## config.mk

```make
export PLATFORM = sky130hd
export DESIGN_NAME = mixpol_ripple_chain
export DESIGN_NICKNAME = d
export VERILOG_FILES = /design/src/rtl/ripple_pkg.sv /design/src/rtl/tgl_sync.sv /design/src/rtl/tgl_edge.sv /design/src/rtl/tgl_chain.sv /design/src/rtl/mixpol_ripple_chain.sv
export SDC_FILE = /design/constraint.sdc
export NUM_CORES = 1
export LEC_CHECK = 0
export ABC_AREA = 1
export ABC_CLOCK_PERIOD_IN_PS = 1990
export BUFFER_PORTS_ARGS = -buffer_cell sky130_fd_sc_hd__clkbuf_2
export CAP_MARGIN = 20
export CORE_AREA = 2 2 39 41
export CTS_CLUSTER_DIAMETER = 80
export CTS_CLUSTER_SIZE = 10
export DETAILED_ROUTE_END_ITERATION = 8
export DIE_AREA = 0 0 41 43
export PLACE_DENSITY = 0.55
export SLEW_MARGIN = 20
export SYNTH_ARGS = -nofsm -noshare
export SYNTH_HDL_FRONTEND = slang
export SYNTH_SLANG_ARGS = --single-unit
```

## constraint.sdc

```tcl
create_clock -name clk -period 1.99 [get_ports clk]
set_input_delay 0.199 -clock clk [delete_from_list [all_inputs] [get_ports clk]]
set_output_delay 0.199 -clock clk [all_outputs]
set_load 0.005 [all_outputs]
```

## src/rtl/ripple_pkg.sv

```systemverilog
package ripple_pkg;
    typedef enum logic {
        TAP_TRUE = 1'b0,
        TAP_INV  = 1'b1
    } tap_pol_e;

    function automatic logic src_level(input logic bit_v, input logic inv);
        return bit_v ^ inv;
    endfunction
endpackage

```

## src/rtl/tgl_sync.sv

```systemverilog
module tgl_sync #(
    parameter int DEPTH = 2
) (
    input  logic clk,
    input  logic rst,
    input  logic din,
    output logic dout
);
    localparam int LAST = DEPTH - 1;

    logic [LAST:0] sh_d, sh_q;

    generate
        if (DEPTH == 1) begin : g_single
            always_comb sh_d = din;
        end else begin : g_multi
            always_comb sh_d = {sh_q[LAST-1:0], din};
        end
    endgenerate

    always_ff @(posedge clk) begin
        if (rst) sh_q <= '0;
        else     sh_q <= sh_d;
    end

    assign dout = sh_q[LAST];
endmodule

```

## src/rtl/tgl_edge.sv

```systemverilog
module tgl_edge (
    input  logic clk,
    input  logic rst,
    input  logic lvl,
    output logic rise
);
    logic prev_d, prev_q;

    always_comb begin
        prev_d = lvl;
        rise   = lvl & ~prev_q;
    end

    always_ff @(posedge clk) begin
        if (rst) prev_q <= 1'b0;
        else     prev_q <= prev_d;
    end
endmodule

```

## src/rtl/tgl_chain.sv

```systemverilog
module tgl_chain
    import ripple_pkg::*;
#(
    parameter int                    NUM_STAGES = 4,
    parameter logic [NUM_STAGES-1:0] TAP_INV    = 4'b0011
) (
    input  logic [NUM_STAGES-1:0] cur,
    input  logic                  fire,
    output logic [NUM_STAGES-1:0] nxt
);
    localparam int TOP = NUM_STAGES - 1;

    logic [NUM_STAGES-1:0] work;
    logic                  src_old;
    logic                  src_new;

    // Resolve from the most significant stage downward; each stage sees the
    // already-updated value of the stage above it.
    always_comb begin
        work      = cur;
        work[TOP] = cur[TOP] ^ fire;
        src_old   = 1'b0;
        src_new   = 1'b0;
        for (int i = TOP - 1; i >= 0; i--) begin
            src_old = src_level(cur[i+1], TAP_INV[i]);
            src_new = src_level(work[i+1], TAP_INV[i]);
            work[i] = cur[i] ^ (~src_old & src_new);
        end
        nxt = work;
    end
endmodule

```

## src/rtl/mixpol_ripple_chain.sv

```systemverilog
module mixpol_ripple_chain #(
    parameter int                    NUM_STAGES = 4,
    parameter int                    SYNC_DEPTH = 2,
    parameter logic [NUM_STAGES-1:0] TAP_INV    = 4'b0011
) (
    input  logic                  clk,
    input  logic                  rst,
    input  logic                  ext_clk,
    input  logic                  load_en,
    input  logic [NUM_STAGES-1:0] load_val,
    output logic [NUM_STAGES-1:0] state_q
);
    typedef struct packed {
        logic [NUM_STAGES-1:0] stages;
    } chain_st_t;

    chain_st_t             st_d, st_q;
    logic                  ext_sync;
    logic                  edge_fire;
    logic [NUM_STAGES-1:0] chain_nxt;

    tgl_sync #(.DEPTH(SYNC_DEPTH)) u_sync (
        .clk  (clk),
        .rst  (rst),
        .din  (ext_clk),
        .dout (ext_sync)
    );

    tgl_edge u_edge (
        .clk  (clk),
        .rst  (rst),
        .lvl  (ext_sync),
        .rise (edge_fire)
    );

    tgl_chain #(.NUM_STAGES(NUM_STAGES), .TAP_INV(TAP_INV)) u_chain (
        .cur  (st_q.stages),
        .fire (edge_fire),
        .nxt  (chain_nxt)
    );

    always_comb begin
        st_d = st_q;
        if (load_en)        st_d.stages = load_val;
        else if (edge_fire) st_d.stages = chain_nxt;
    end

    always_ff @(posedge clk) begin
        if (rst) st_q <= '0;
        else     st_q <= st_d;
    end

    assign state_q = st_q.stages;
endmodule

```

==> qor.yml <==
status: "finished clean"
core_sq_um: 1380
rsz0062_at_grt: "false"
initial_core_util: 0.256
cp-start-kind: "register"
clk_latency_ns: 0.25
synth_top_area_frac: 0.396
pin_count: 12
regArea_sq_um: 140
max_freq_mhz: 653
grt_util_all_layers: 0.0814
clock_sinks: 7
die_x_um: 41
cts-resized-gates: 0
grt_pass1_wl_um: 924
cts_max_path_buffers: 2
post-route-period-util: 0.769
drc_errors: 0
grt_overflow: 0
routed_via_density: 3.85
syn_inst: 53
antenna_cells: 0
layout_min_cycle_time_ns: 1.53
die_h_um: 43
vdd_drop_max_v: 0.000315
dp_hpwl_um: 495
finalCoreUtilization: 0.329
cts_root_buffer: "clkbuf_4"
cp_max_fo: 4
crit_chain: "inv_1 > nand2_1 > inv_1 > ha_1 > ha_1 > ha_1 > nand2_1 > nand2_1 > nor2_1 > nor2_1"
power.density_nw_per_um2: 719
drtIter0Drc: 1
cts_buffers: 3
routed_wl_um: 595
multi_input_area_sq_um: 169
worstReg2RegStart: "u_edge.prev_q"
nets: 80
synth_top_area_cell: "dfxtp_1"
syn_avg_cell_area_sq_um: 6.68
end_kind: "register"
worst-path-buf-inv: 2
mostFrequentLayoutCell: "nand2_1"
cts_tree: "built"
crit_start: "u_edge.prev_q"
yosysWarnings: 0
clk_pin_slew_ns: 0.05
ant_nets: 0
worst_slew_pin_slew_ns: 0.193
yosys_register_bits: 7
cts_setup_buffers: 0
gp_congestion: 0.679
setup_viol: 0
antenna_found_initial: 0
areaGrowthSynthToFinish_pct: 28.6
ctsHoldBuffers: 0
power_leakage_nw: 0.264
dr.pass1.iters: 2
nFillCells: 167
yosys-top-cells-area: "dfxtp_1 (40%), nand2_1 (15%), ha_1 (11%), inv_1 (11%), nor2_1 (11%)"
hold_start: "ext_clk"
finClkSkew_ns: 0.00297
synth_cell_types: 10
vias: 323
port_buffers: 11
die_area_sq_um: 1760
grt_pass1_vias: 249
crit_slowest_cell: "dfxtp_1"
maxSlewViolCount: 0
fp-row-count: 14
critical_path_arrival_ns: 1.67
yosysSeqAreaShare: 0.396
worst-setup-path-type: "reg2reg"
htreeDepth: 1
slew_headroom: 0.871
drive_above_1_share: 0.250
fin_setup_tns_ns: 0
min_path_type: "in2reg"
grt_max_degree: 8
synth_nets: 64
netlist_area_sq_um: 354
crit_family: "adder cells"
wire_per_inst_um: 7.08
cap_violations: 0
required_ns: 2.13
layout_common_cells: "nand2_1 (14), clkbuf_2 (11), inv_1 (10), nor2_1 (10), dfxtp_1 (7)"
hold_viol: 0
cp_slowest_stage_delay_ns: 0.30
==> power by group <==
part | internal (W) | total (W) | switching (W)
logic | 0.0000215 | 0.0000463 | 0.0000248
clock network | 0.0000763 | 0.000126 | 0.0000498
registers | 0.000149 | 0.000155 | 0.00000600
total | 0.000247 | 0.000328 | 0.0000806
==> cell usage after synthesis, drive strengths merged <==
cell,number
o21ai,4
inv,12
nor2,10
dfxtp,7
ha,3
nand3,2
nand2,15
==> worst min-delay path: stages <==
cell,delay [ns]
clkbuf_2,0.08
inv_1,0.04
nor2_1,0.03
==> area by class of cell <==
type,count,share of cell area
multi-input cells,34,0.371
clock buffers,4,0.0577
flip-flops and latches,7,0.308
inverters,12,0.0989
well taps,16,0.0440
repair buffers,11,0.121
==> flip-flops by register name (all words and copies together), names as in the netlist <==
name	cells
u_sync.sh_q	2
u_edge.prev_q	1
state_q	4
==> kinds of logic after synthesis <==
family / after synthesis / share of synthesized area
AO/OA/AOI/OAI: 4 / 0.0565
adder cells (fa/ha/maj): 3 / 0.106
buffers and inverters: 12 / 0.127
flip-flops: 7 / 0.396
AND/OR/NAND/NOR: 27 / 0.314
==> layer usage <==
metal	GRT usage	wire (um)
met2	0.103	243
met5	0	0
met4	0.0200	0
met3	0.0628	39
met1	0.106	312
==> stage by stage <==
stage	area (sq um)	power, W	worst slack (ns)	hold slack [ns]	std cells
CTS	455	0.000335	0.427	0.133	84
detailed placement	429	0.000205	0.443	0.393	80
global route	455	0.000353	0.340	0.150	84
floorplan	354	0.000185	0.551	0.270	53
finish	455	0.000328	0.460	0.142	84
global placement	429	0.000205	0.465	0.390	80
==> final timing paths <==
check / end / slack [ns] / cells past startpoint
hold reg to reg: u_sync.sh_q[1] / 0.40 / 2
setup reg to reg: state_q[1] / 0.46 / 10
setup / recovery: state_q[1] / 0.46 / 10
hold / removal: u_sync.sh_q[0] / 0.14 / 3
(Power assumes the default switching activity.)
